[src/rtl/evt_irq_pkg.sv]
package evt_irq_pkg;

    typedef enum logic [1:0] {
        ST_IDLE = 2'd0,
        ST_HEAD = 2'd1,
        ST_BODY = 2'd2
    } rsp_state_e;

    localparam logic OP_SET_MASK = 1'b0;
    localparam logic OP_ACK      = 1'b1;

endpackage

[src/rtl/evt_tick_gen.sv]
module evt_tick_gen #(
    parameter int unsigned PERIOD = 100_000_000
) (
    input  logic clk,
    input  logic rst_n,
    output logic tick_o
);
    localparam int unsigned CW = (PERIOD > 2) ? $clog2(PERIOD) : 1;
    localparam logic [CW-1:0] LAST = CW'(PERIOD - 1);

    logic [CW-1:0] cnt_q;

    always_ff @(posedge clk) begin
        if (!rst_n) begin
            cnt_q <= '0;
        end else if (cnt_q == LAST) begin
            cnt_q <= '0;
        end else begin
            cnt_q <= cnt_q + 1'b1;
        end
    end

    assign tick_o = (cnt_q == LAST);

    AST_TICK_SPACED: assert property (@(posedge clk) disable iff (!rst_n)
        tick_o |=> !tick_o);

endmodule

[src/rtl/evt_pend_reg.sv]
module evt_pend_reg #(
    parameter int unsigned EVT_W       = 8,
    parameter int unsigned REPLY_DEPTH = 8,
    parameter int unsigned DEV_BIT     = 4,
    parameter int unsigned AUTO_BIT    = 7,
    parameter int unsigned TICK_BIT    = 5,
    localparam int unsigned SIZE_W     = $clog2(REPLY_DEPTH + 1)
) (
    input  logic              clk,
    input  logic              rst_n,
    input  logic              tick_i,
    input  logic              idle_i,
    input  logic              dev_set_i,
    input  logic [SIZE_W-1:0] dev_len_i,
    input  logic              poll_i,
    input  logic [SIZE_W-1:0] poll_len_i,
    input  logic [EVT_W-1:0]  clr_bits_i,
    input  logic              clr_size_i,
    input  logic              mask_ld_i,
    input  logic [EVT_W-1:0]  mask_val_i,
    output logic [EVT_W-1:0]  pend_o,
    output logic [SIZE_W-1:0] size_o,
    output logic              irq_n_o
);
    localparam logic [EVT_W-1:0] MASK_RST = EVT_W'((1 << DEV_BIT) | (1 << TICK_BIT));

    logic [EVT_W-1:0]  pend_q;
    logic [EVT_W-1:0]  mask_q;
    logic [SIZE_W-1:0] size_q;
    logic [EVT_W-1:0]  set_bits;
    logic              dev_take;
    logic              poll_take;

    assign dev_take  = idle_i && dev_set_i;
    assign poll_take = idle_i && poll_i && !dev_set_i && !pend_q[DEV_BIT]
                       && (poll_len_i != '0);

    for (genvar b = 0; b < EVT_W; b++) begin : g_set
        assign set_bits[b] = ((b == TICK_BIT) && tick_i)
                           | ((b == DEV_BIT)  && (dev_take || poll_take))
                           | ((b == AUTO_BIT) && poll_take);
    end

    always_ff @(posedge clk) begin
        if (!rst_n) begin
            pend_q <= '0;
            mask_q <= MASK_RST;
            size_q <= '0;
        end else begin
            pend_q <= (pend_q & ~clr_bits_i) | set_bits;
            if (mask_ld_i) begin
                mask_q <= mask_val_i;
            end
            if (dev_take) begin
                size_q <= dev_len_i;
            end else if (poll_take) begin
                size_q <= poll_len_i;
            end else if (clr_size_i) begin
                size_q <= '0;
            end
        end
    end

    assign pend_o  = pend_q;
    assign size_o  = size_q;
    assign irq_n_o = ~|(pend_q & mask_q);

    AST_TICK_LATCH: assert property (@(posedge clk) disable iff (!rst_n)
        tick_i |=> pend_q[TICK_BIT]);
    AST_MASK_HOLD: assert property (@(posedge clk) disable iff (!rst_n)
        !mask_ld_i |=> $stable(mask_q));
    AST_POLL_BLOCKED: assert property (@(posedge clk) disable iff (!rst_n)
        (poll_i && pend_q[DEV_BIT] && !dev_set_i && !clr_size_i) |=> $stable(size_q));
    AST_IRQ_CAUSE: assert property (@(posedge clk) disable iff (!rst_n)
        !$stable(irq_n_o) |-> (!$stable(pend_q) || !$stable(mask_q)));
    AST_STREAM_FREEZE: assert property (@(posedge clk) disable iff (!rst_n)
        !idle_i |=> $stable(size_q));

endmodule

[src/rtl/evt_ack_fsm.sv]
module evt_ack_fsm
    import evt_irq_pkg::*;
#(
    parameter int unsigned EVT_W       = 8,
    parameter int unsigned REPLY_DEPTH = 8,
    parameter int unsigned ARGC_W      = 4,
    parameter int unsigned DEV_BIT     = 4,
    parameter int unsigned AUTO_BIT    = 7,
    localparam int unsigned SIZE_W     = $clog2(REPLY_DEPTH + 1),
    localparam int unsigned ADDR_W     = (REPLY_DEPTH > 1) ? $clog2(REPLY_DEPTH) : 1
) (
    input  logic              clk,
    input  logic              rst_n,
    input  logic              cmd_valid_i,
    input  logic              cmd_op_i,
    input  logic [ARGC_W-1:0] cmd_argc_i,
    input  logic [EVT_W-1:0]  cmd_arg_i,
    input  logic [EVT_W-1:0]  pend_i,
    input  logic [SIZE_W-1:0] size_i,
    input  logic [EVT_W-1:0]  rbuf_data_i,
    output logic              cmd_ready_o,
    output logic              idle_o,
    output logic              mask_ld_o,
    output logic [EVT_W-1:0]  mask_val_o,
    output logic [EVT_W-1:0]  clr_bits_o,
    output logic              clr_size_o,
    output logic              rsp_valid_o,
    output logic [EVT_W-1:0]  rsp_data_o,
    output logic              rsp_last_o,
    output logic [ADDR_W-1:0] rbuf_addr_o
);
    localparam logic [EVT_W-1:0] DEV_PAIR = EVT_W'((1 << DEV_BIT) | (1 << AUTO_BIT));

    rsp_state_e        state_q, state_d;
    logic [EVT_W-1:0]  hdr_q;
    logic [SIZE_W-1:0] cnt_q;
    logic [ADDR_W-1:0] idx_q;
    logic              take;
    logic              ack_ok;
    logic              dev_path;
    logic              body_last;

    assign take      = cmd_valid_i && (state_q == ST_IDLE);
    assign ack_ok    = take && (cmd_op_i == OP_ACK) && (cmd_argc_i == ARGC_W'(0));
    assign dev_path  = pend_i[DEV_BIT];
    assign body_last = ((SIZE_W'(idx_q) + 1'b1) == cnt_q);

    // next state
    always_comb begin
        state_d = state_q;
        unique case (state_q)
            ST_IDLE: if (ack_ok) state_d = ST_HEAD;
            ST_HEAD: state_d = (cnt_q == '0) ? ST_IDLE : ST_BODY;
            ST_BODY: if (body_last) state_d = ST_IDLE;
            default: state_d = ST_IDLE;
        endcase
    end

    // state register
    always_ff @(posedge clk) begin
        if (!rst_n) begin
            state_q <= ST_IDLE;
        end else begin
            state_q <= state_d;
        end
    end

    // reply header, body length and read index
    always_ff @(posedge clk) begin
        if (!rst_n) begin
            hdr_q <= '0;
            cnt_q <= '0;
            idx_q <= '0;
        end else if (ack_ok) begin
            hdr_q <= dev_path ? (pend_i & DEV_PAIR) : pend_i;
            cnt_q <= dev_path ? size_i : '0;
            idx_q <= '0;
        end else if (state_q == ST_BODY) begin
            idx_q <= idx_q + 1'b1;
        end
    end

    // outputs
    always_comb begin
        cmd_ready_o = 1'b0;
        idle_o      = 1'b0;
        mask_ld_o   = 1'b0;
        mask_val_o  = cmd_arg_i;
        clr_bits_o  = '0;
        clr_size_o  = 1'b0;
        rsp_valid_o = 1'b0;
        rsp_data_o  = '0;
        rsp_last_o  = 1'b0;
        rbuf_addr_o = idx_q;
        unique case (state_q)
            ST_IDLE: begin
                cmd_ready_o = 1'b1;
                idle_o      = 1'b1;
                mask_ld_o   = take && (cmd_op_i == OP_SET_MASK)
                              && (cmd_argc_i == ARGC_W'(1));
                if (ack_ok) begin
                    clr_bits_o = dev_path ? DEV_PAIR : '1;
                    clr_size_o = dev_path;
                end
            end
            ST_HEAD: begin
                rsp_valid_o = 1'b1;
                rsp_data_o  = hdr_q;
                rsp_last_o  = (cnt_q == '0);
            end
            ST_BODY: begin
                rsp_valid_o = 1'b1;
                rsp_data_o  = rbuf_data_i;
                rsp_last_o  = body_last;
            end
            default: ;
        endcase
    end

    AST_HEAD_ONCE: assert property (@(posedge clk) disable iff (!rst_n)
        (state_q == ST_HEAD) |=> (state_q != ST_HEAD));
    AST_LAST_ENDS: assert property (@(posedge clk) disable iff (!rst_n)
        (rsp_valid_o && rsp_last_o) |=> !rsp_valid_o);
    AST_NO_STRAY_REPLY: assert property (@(posedge clk) disable iff (!rst_n)
        ((state_q == ST_IDLE) && !ack_ok) |=> !rsp_valid_o);

endmodule

[src/rtl/evt_irq_hub.sv]
module evt_irq_hub #(
    parameter int unsigned EVT_W       = 8,
    parameter int unsigned REPLY_DEPTH = 8,
    parameter int unsigned ARGC_W      = 4,
    parameter int unsigned DEV_BIT     = 4,
    parameter int unsigned AUTO_BIT    = 7,
    parameter int unsigned TICK_BIT    = 5,
    parameter int unsigned TICK_CYCLES = 100_000_000,
    localparam int unsigned SIZE_W     = $clog2(REPLY_DEPTH + 1),
    localparam int unsigned ADDR_W     = (REPLY_DEPTH > 1) ? $clog2(REPLY_DEPTH) : 1
) (
    input  logic              clk,
    input  logic              rst_n,
    input  logic              cmd_valid,
    input  logic              cmd_op,
    input  logic [ARGC_W-1:0] cmd_argc,
    input  logic [EVT_W-1:0]  cmd_arg,
    output logic              cmd_ready,
    input  logic              dev_reply_valid,
    input  logic [SIZE_W-1:0] dev_reply_len,
    input  logic              poll_valid,
    input  logic [SIZE_W-1:0] poll_len,
    output logic [ADDR_W-1:0] rbuf_addr,
    input  logic [EVT_W-1:0]  rbuf_data,
    output logic              rsp_valid,
    output logic [EVT_W-1:0]  rsp_data,
    output logic              rsp_last,
    output logic              irq_n
);
    logic              tick;
    logic              idle;
    logic              mask_ld;
    logic [EVT_W-1:0]  mask_val;
    logic [EVT_W-1:0]  clr_bits;
    logic              clr_size;
    logic [EVT_W-1:0]  pend;
    logic [SIZE_W-1:0] size;

    evt_tick_gen #(.PERIOD(TICK_CYCLES)) u_tick (
        .clk    (clk),
        .rst_n  (rst_n),
        .tick_o (tick)
    );

    evt_pend_reg #(
        .EVT_W(EVT_W), .REPLY_DEPTH(REPLY_DEPTH),
        .DEV_BIT(DEV_BIT), .AUTO_BIT(AUTO_BIT), .TICK_BIT(TICK_BIT)
    ) u_pend (
        .clk        (clk),
        .rst_n      (rst_n),
        .tick_i     (tick),
        .idle_i     (idle),
        .dev_set_i  (dev_reply_valid),
        .dev_len_i  (dev_reply_len),
        .poll_i     (poll_valid),
        .poll_len_i (poll_len),
        .clr_bits_i (clr_bits),
        .clr_size_i (clr_size),
        .mask_ld_i  (mask_ld),
        .mask_val_i (mask_val),
        .pend_o     (pend),
        .size_o     (size),
        .irq_n_o    (irq_n)
    );

    evt_ack_fsm #(
        .EVT_W(EVT_W), .REPLY_DEPTH(REPLY_DEPTH), .ARGC_W(ARGC_W),
        .DEV_BIT(DEV_BIT), .AUTO_BIT(AUTO_BIT)
    ) u_fsm (
        .clk         (clk),
        .rst_n       (rst_n),
        .cmd_valid_i (cmd_valid),
        .cmd_op_i    (cmd_op),
        .cmd_argc_i  (cmd_argc),
        .cmd_arg_i   (cmd_arg),
        .pend_i      (pend),
        .size_i      (size),
        .rbuf_data_i (rbuf_data),
        .cmd_ready_o (cmd_ready),
        .idle_o      (idle),
        .mask_ld_o   (mask_ld),
        .mask_val_o  (mask_val),
        .clr_bits_o  (clr_bits),
        .clr_size_o  (clr_size),
        .rsp_valid_o (rsp_valid),
        .rsp_data_o  (rsp_data),
        .rsp_last_o  (rsp_last),
        .rbuf_addr_o (rbuf_addr)
    );

endmodule

[config.mk]
export PLATFORM = sky130hd
export DESIGN_NAME = evt_irq_hub
export DESIGN_NICKNAME = d
export VERILOG_FILES = /design/src/rtl/evt_irq_pkg.sv /design/src/rtl/evt_tick_gen.sv /design/src/rtl/evt_pend_reg.sv /design/src/rtl/evt_ack_fsm.sv /design/src/rtl/evt_irq_hub.sv
export SDC_FILE = /design/constraint.sdc
export NUM_CORES = 1
export LEC_CHECK = 0
export ABC_AREA = 1
export CELL_PAD_IN_SITES_DETAIL_PLACEMENT = 1
export CELL_PAD_IN_SITES_GLOBAL_PLACEMENT = 1
export CORE_MARGIN = 2
export CORE_UTILIZATION = 40
export CTS_BUF_LIST = sky130_fd_sc_hd__clkbuf_2 sky130_fd_sc_hd__clkbuf_4 sky130_fd_sc_hd__clkbuf_8
export DETAILED_ROUTE_END_ITERATION = 10
export DONT_BUFFER_PORTS = 1
export HOLD_SLACK_MARGIN = 0.02
export PLACE_DENSITY = 0.73
export SYNTH_ARGS = -nofsm -noshare
export SYNTH_HDL_FRONTEND = slang
export SYNTH_HIERARCHICAL = 1
export SYNTH_SLANG_ARGS = --single-unit
[constraint.sdc]
create_clock -name clk -period 4.6 [get_ports clk]
set_clock_uncertainty 0.05 [all_clocks]
set_input_delay 0.46 -clock clk [delete_from_list [all_inputs] [get_ports clk]]
set_output_delay 0.46 -clock clk [all_outputs]
set_load 0.05 [all_outputs]
==> run_results.csv, run 1 <==
group,metric,value,unit
run_status,outcome,"completed",
worst_setup_path,crit_buf_inv,2,
sta,drv_slew,0,
pwr,leakage,0.00141,µW
placement,dp_hpwl,6390,µm
drt,wirelength,8340,µm
sta,finalCritPeriodShare,71.8,%
die,initial_core_util,41.7,%
clock_tree,cts_setup_buffers,0,
worst_setup_path,critPathLaunchType,"flip-flop",
worst_setup_path,critPathCaptureType,"primary output",
pwr,ir_drop,0.171,mV
worst_setup_path,path_cells,"inv_1, ha_1, clkinv_1, a21oi_1",
min_path,holdCritStartpoint,"rst_n",
drt,viasPerCell,4.95,
die,io_pins,49,
clock_tree,cts_buffer_depth,2,
worst_setup_path,critPathTopFamily,"compound AO/OA/AOI/OAI gates",
synthesis,synth_edf_count,0,
clock_tree,post_cts_resized,0,
global_routing,track_usage,18.4,%
cells_and_area,fin_area,3680,µm²
synthesis,yosys_warnings,6,
placement,routabilityCongestion,0.798,
min_path,hp-class,"input pin to flip-flop",
worst_setup_path,crit_start,"u_fsm/state_q[1]",
placement,numPortBuffers,0,
worst_setup_path,r2r_start,"u_fsm/state_q[0]",
sta,worst_slack,1300,ps
placement,pre_cts_slack,1640,ps
worst_setup_path,slowest_delay,960,ps
sta,hold_viol,0,
clock_tree,clk_pin_slew_worst_paths,80,ps
placement,place_area,3430,µm²
worst_setup_path,arrival,2790,ps
sta,rsz0062_at_grt,"no",
drt,dr.pass1.iters,4,
clock_tree,cts_root_buffer,"clkbuf_8",
drt,ant_nets,0,
synthesis,syn_avg_cell_area,6.67,µm²
synthesis,ys_async_sr_fraction,0,%
global_routing,grt_pass1_wl,14200,µm
clock_tree,tritoncts,"yes",
sta,hold_slack,158,ps
pwr,power_density,428,nW/µm²
clock_tree,cts-htree-levels,3,
global_routing,antenna_found_initial,0,
drt,drt_iter0_markers,101,
synthesis,syn_nets,559,
run,max_cap_viol_count,0,
worst_setup_path,critPathKind,"flip-flop to primary output",
die,die-area,9420,µm²
synthesis,ys_ff_latch,64,
sta,setup_viol,0,
global_routing,overflow,0,
drt,num_vias,3062,
cells_and_area,drive_above_1_share,7.80,%
sta,worstMarginPinSlew,1090,ps
drt,routedWlPerCell,13.5,µm
clock_tree,cts_hold_buf,0,
synthesis,netlist_instances,519,
worst_setup_path,required,4090,ps
global_routing,grt_pass1_vias,3111,
die,std_cell_rows,33,
cells_and_area,final_net_count,548,
synthesis,synthesis.area,3460,µm²
die,die_x,97.0,µm
worst_setup_path,cp_max_fo,9,
die,core,8300,µm²
drt,drc,0,
clock_tree,cts_buffers,9,
die,die_y,97.0,µm
global_routing,grt_max_degree,33,
synthesis,ys.flop_type,"dfxtp_1",
synthesis,ys_seq_area_share,37.0,%
clock_tree,cts.sinks,64,
cells_and_area,diodes,0,
worst_setup_path,slowest_stage,"a21oi_1",
sta,tns,0,ps
sta,clock.fmax,303,MHz
cells_and_area,area_growth,6.29,%
sta,post-route-min-period,3300,ps
clock_tree,clk_latency,350,ps
sta,max-slew-margin-rel,27.3,%
synthesis,ys_types,31,
cells in the final DEF (no fill, tap or decap):
cell type and count:
a21oi_2 1, o21ai_0 12, clkinv_4 1, inv_2 2
inv_1 46, xnor2_1 8, ha_1 6, buf_4 1
nand4_1 5, xor2_1 7, o21bai_1 1, nand3_1 34
nor4_1 2, nand2_2 4, dfxtp_1 64, nor2_4 6
bufinv_16 3, clkinv_1 1, nor2_1 103, nor3_1 1
nor2_8 2, o211ai_1 1, clkbuf_8 9, and2_1 3
nand2_1 153, nand3_2 1, inv_6 3, a21oi_1 25
o22ai_1 1, nand2_4 4, nor2_2 3
path summary, 6_finish.rpt:
path                      endpoint  cells past startpoint  slack (ps)
setup reg to reg  u_pend/size_o[0]                     12        1870
hold reg to reg   u_pend/pend_o[6]                      2         400
setup / recovery       rsp_data[4]                      4        1300
hold / removal    u_pend/mask_q[5]                      1         160
flip-flops by register name, indices dropped and copies added (netlist names):
name / flops
u_pend/pend_o: 8
u_fsm/hdr_q: 8
u_tick/cnt_q: 27
u_fsm/cnt_q: 4
u_fsm/rbuf_addr_o: 3
u_pend/mask_q: 8
u_pend/size_o: 4
u_fsm/state_q: 2
layout make-up:
class / count / area (µm²)
Sequential cell: 64 / 1280
Clock inverter: 7 / 125
Timing Repair Buffer: 1 / 7.51
Fill cell: 1090 / 4620
Multi-Input combinational cell: 383 / 1830
Clock buffer: 9 / 124
Tap cell: 105 / 131
Inverter: 49 / 184
cells in the mapped netlist (2+ instances only):
library cell,n,area [µm²]
nor2_1,103,387
inv_1,46,173
clkbuf_1,2,7.51
dfxtp_1,64,1280
inv_2,2,7.51
nand4_1,5,31.3
ha_1,6,75.1
nand2_4,4,45.0
a21oi_1,25,125
nand2_1,153,574
o21ai_0,12,60.1
and2_1,3,18.8
xor2_1,7,61.3
nor2_4,6,67.6
nor2_2,3,18.8
nand3_1,34,170
buf_4,16,120
buf_6,3,33.8
xnor2_1,8,70.1
nor4_1,2,12.5
nor2_8,2,40.0
nand2_2,4,25.0
through the flow:
step                      util, %  total power [µW]  instances
after global placement       41.3               962        602
final                        44.3              1570        618
after floorplan                 -               924        519
after CTS                    44.3              1590        618
after detailed placement     41.3               978        602
after global routing         44.3              1660        618
kinds of logic after synthesis:
logic type                 count (synthesis)  share of synthesized area, %
and+or+nand+nor                          321                          40.6
buffers and inverters                     72                          10.2
DFF                                       64                          37.0
AOI/OAI and AO/OA                         41                          6.22
xor gates and xnor gates                  15                          3.79
adders and majority gates                  6                          2.17
layer usage:
layer  routed length, µm  share of wire [%]  GRT usage, %  vias to the layer above
li1                    -                  -             -                     1585
met2                4020                 48          30.5                       48
met1                3900                 47          23.5                     1417
met5                   0                  0             0                        -
met4                 116                1.4          6.50                        0
met3                 298                3.6          4.26                       12
report_power, final:
part           switching (µW)  leakage (µW)  internal, µW
clock                     241      0.000125           367
sequential               36.2      0.000518           581
combinational             262      0.000768          86.4
worst register-to-register path: cells and delay by family (launching register included):
kind | cells | cell delay [ps]
adders and majority gates | 1 | 650
buffers and inverters | 4 | 450
DFF | 1 | 330
and+or+nand+nor | 7 | 1190
Note: power is estimated with default switching activity, not from simulation.
==> inputs of run 2 (changes only) <==
PLACE_DENSITY = 0.76   (was 0.73)
clock period = 3 ns   (was 4.6 ns; I/O delays follow)
==> run_results.csv, run 2 (synthesized netlist as in run 1, its figures left out) <==
group,metric,value,unit
drt,dr.pass1.iters,4,
global_routing,grt_pass1_wl,14600,µm
cells_and_area,final_common_cell,"nand2_1",
sta,tns,0,ps
cells_and_area,regArea,1280,µm²
clock_tree,post_cts_resized,0,
global_routing,grtUsageMet1,24.0,%
pwr,ir_drop,0.258,mV
cells_and_area,diodes,0,
sta,worstMarginPinSlew,913,ps
global_routing,antenna_found_initial,0,
die,die-area,9420,µm²
clock_tree,clk_latency,340,ps
min_path,min_to,"u_pend/pend_o[4]",
min_path,hold_path_depth,2,
worst_setup_path,path_cells,"inv_1, ha_1, clkinv_1, a21oi_1, buf_4",
min_path,holdCritStartpoint,"rst_n",
worst_setup_path,critPathCaptureType,"primary output",
worst_setup_path,r2r-end,"u_pend/size_o[2]",
drt,routedWlPerCell,13.3,µm
placement,numPortBuffers,0,
worst_setup_path,required,2650,ps
sta,hold_slack,33.4,ps
drt,drc,0,
clock_tree,cts_root_buffer,"clkbuf_8",
clock_tree,cts_hold_buf,1,
worst_setup_path,rr_worst_depth,13,
global_routing,grt_busiest_layer,"met2",
pwr,clockPowerShare,32.7,%
sta,setup_viol,0,
worst_setup_path,critPathLaunchType,"flip-flop",
sta,rsz0062_at_grt,"no",
global_routing,overflow,0,
clock_tree,cts-htree-levels,3,
run_status,outcome,"completed",
placement,dp_hpwl,6410,µm
drt,viasPerCell,5.00,
clock_tree,clk_pin_slew_worst_paths,80,ps
sta,finalCritPeriodShare,89.3,%
clock_tree,cts_buffers,9,
drt,ant_nets,0,
sta,max-slew-margin-rel,38.9,%
sta,clock.fmax,373,MHz
drt,drt_iter0_markers,64,
pwr,leakage,0.00145,µW
sta,drv_slew,0,
die,core,8300,µm²
worst_setup_path,cp_max_fo,9,
worst_setup_path,slowest_delay,610,ps
cells_and_area,regMostFlops,"u_tick/cnt_q",
clock_tree,cts_setup_buffers,0,
pwr,swShare,36.1,%
pwr,power_density,601,nW/µm²
sta,hold_viol,0,
die,io_pins,49,
clock_tree,cts_buffer_depth,2,
placement,dp.cells,614,
global_routing,track_usage,18.4,%
run,max_cap_viol_count,0,
worst_setup_path,slowest_stage,"ha_1",
cells_and_area,area_growth,7.95,%
cells_and_area,drive_above_1_share,9.87,%
pwr,p_int,1430,µW
global_routing,grt_pass1_vias,3226,
placement,routabilityCongestion,0.781,
clock_tree,cts.sinks,64,
cells_and_area,multi_input_area,1830,µm²
drt,wirelength,8420,µm
drt,num_vias,3159,
cells_and_area,final_cell_mix,"nand2_1 (153), nor2_1 (103), dfxtp_1 (64), inv_1 (46), nand3_1 (34)",
worst_setup_path,r2r_start,"u_fsm/state_q[0]",
die,initial_core_util,41.7,%
pwr,p_seq_share,41.2,%
global_routing,grt_util_met2,31.4,%
cells_and_area,final_net_count,562,
global_routing,grt_max_degree,32,
sta,post-route-min-period,2680,ps
min_path,hp-class,"input pin to flip-flop",
cells_and_area,final_cell_count_no_fill,632,
cells_and_area,fillCellCount,1110,
cells_and_area,largest_register_ffs,27,
global_routing,use_met3,4.05,%
pwr,net-switching-power,810,µW
worst_setup_path,critPathKind,"flip-flop to primary output",
clock_tree,tritoncts,"yes",
pwr,comb_power_share,26.1,%
die,die_x,97.0,µm
worst_setup_path,arrival,2330,ps
die,die_y,97.0,µm
die,std_cell_rows,33,
worst_setup_path,r2r_setup_slack,710,ps
-- run 2: changes by cell type in the layout (fill, tap and decap cells not counted), sizes merged --
cell / previous run / this run
buf: 1 / 13
clkinv: 2 / 5
inv: 51 / 48
bufinv: 3 / 1
clkinvlp: 0 / 2
dlygate4sd3: 0 / 2
-- run 2: stage by stage --
step                setup WS [ps]  cell area [µm²]  util [%]  power [µW]
floorplan                     486             3460         -        1420
global placement              753             3520      42.4        1510
detailed placement            680             3520      42.4        1530
CTS                           301             3730      44.9        2270
global route                  178             3740      45.0        2380
finish                        321             3740      45.0        2250
-- run 2: layer usage --
metal | up-vias | wire, µm
li1 | 1607 | -
met1 | 1513 | 4070
met2 | 32 | 4070
met3 | 7 | 230
met4 | 0 | 55
met5 | - | 0
-- run 2: layout make-up --
type / count / area share, %
clock buffer: 9 / 3.31
inverter: 49 / 4.92
multi-input combinational: 383 / 48.9
clock inverter: 7 / 1.94
sequential: 64 / 34.3
timing repair buffer: 15 / 3.15
tap: 105 / 3.52
-- run 2: critical path, delay by kind of cell, from the launching register on --
family          cells  cell delay (ps)
compound gates      1              240
buf+inv             3              760
flops               1              380
fa+ha+maj           1              610
-- run 2: worst max path at each step --
| stage | slack, ps | to | start | cells past startpoint |
|---|---|---|---|---|
| 2_1_floorplan | 490 | rsp_last | u_fsm/rbuf_addr_o[0] | 10 |
| 3_3_place_gp | 750 | rsp_data[4] | u_fsm/state_q[0] | 5 |
| 3_5_place_dp | 680 | rsp_data[2] | u_fsm/state_q[0] | 5 |
| 4_1_cts | 300 | rsp_data[2] | u_fsm/state_q[0] | 5 |
| 5_1_grt | 180 | rsp_data[7] | u_fsm/state_q[0] | 5 |
| 6_report | 320 | rsp_data[2] | u_fsm/state_q[0] | 5 |
-- run 2: power groups by stage --
stage          clock (µW)  combinational (µW)  sequential, µW
2_1_floorplan           0                 463             955
3_3_place_gp            0                 565             941
3_5_place_dp            0                 586             943
4_1_cts               760                 590             923
5_1_grt               800                 648             929
6_report              734                 586             925
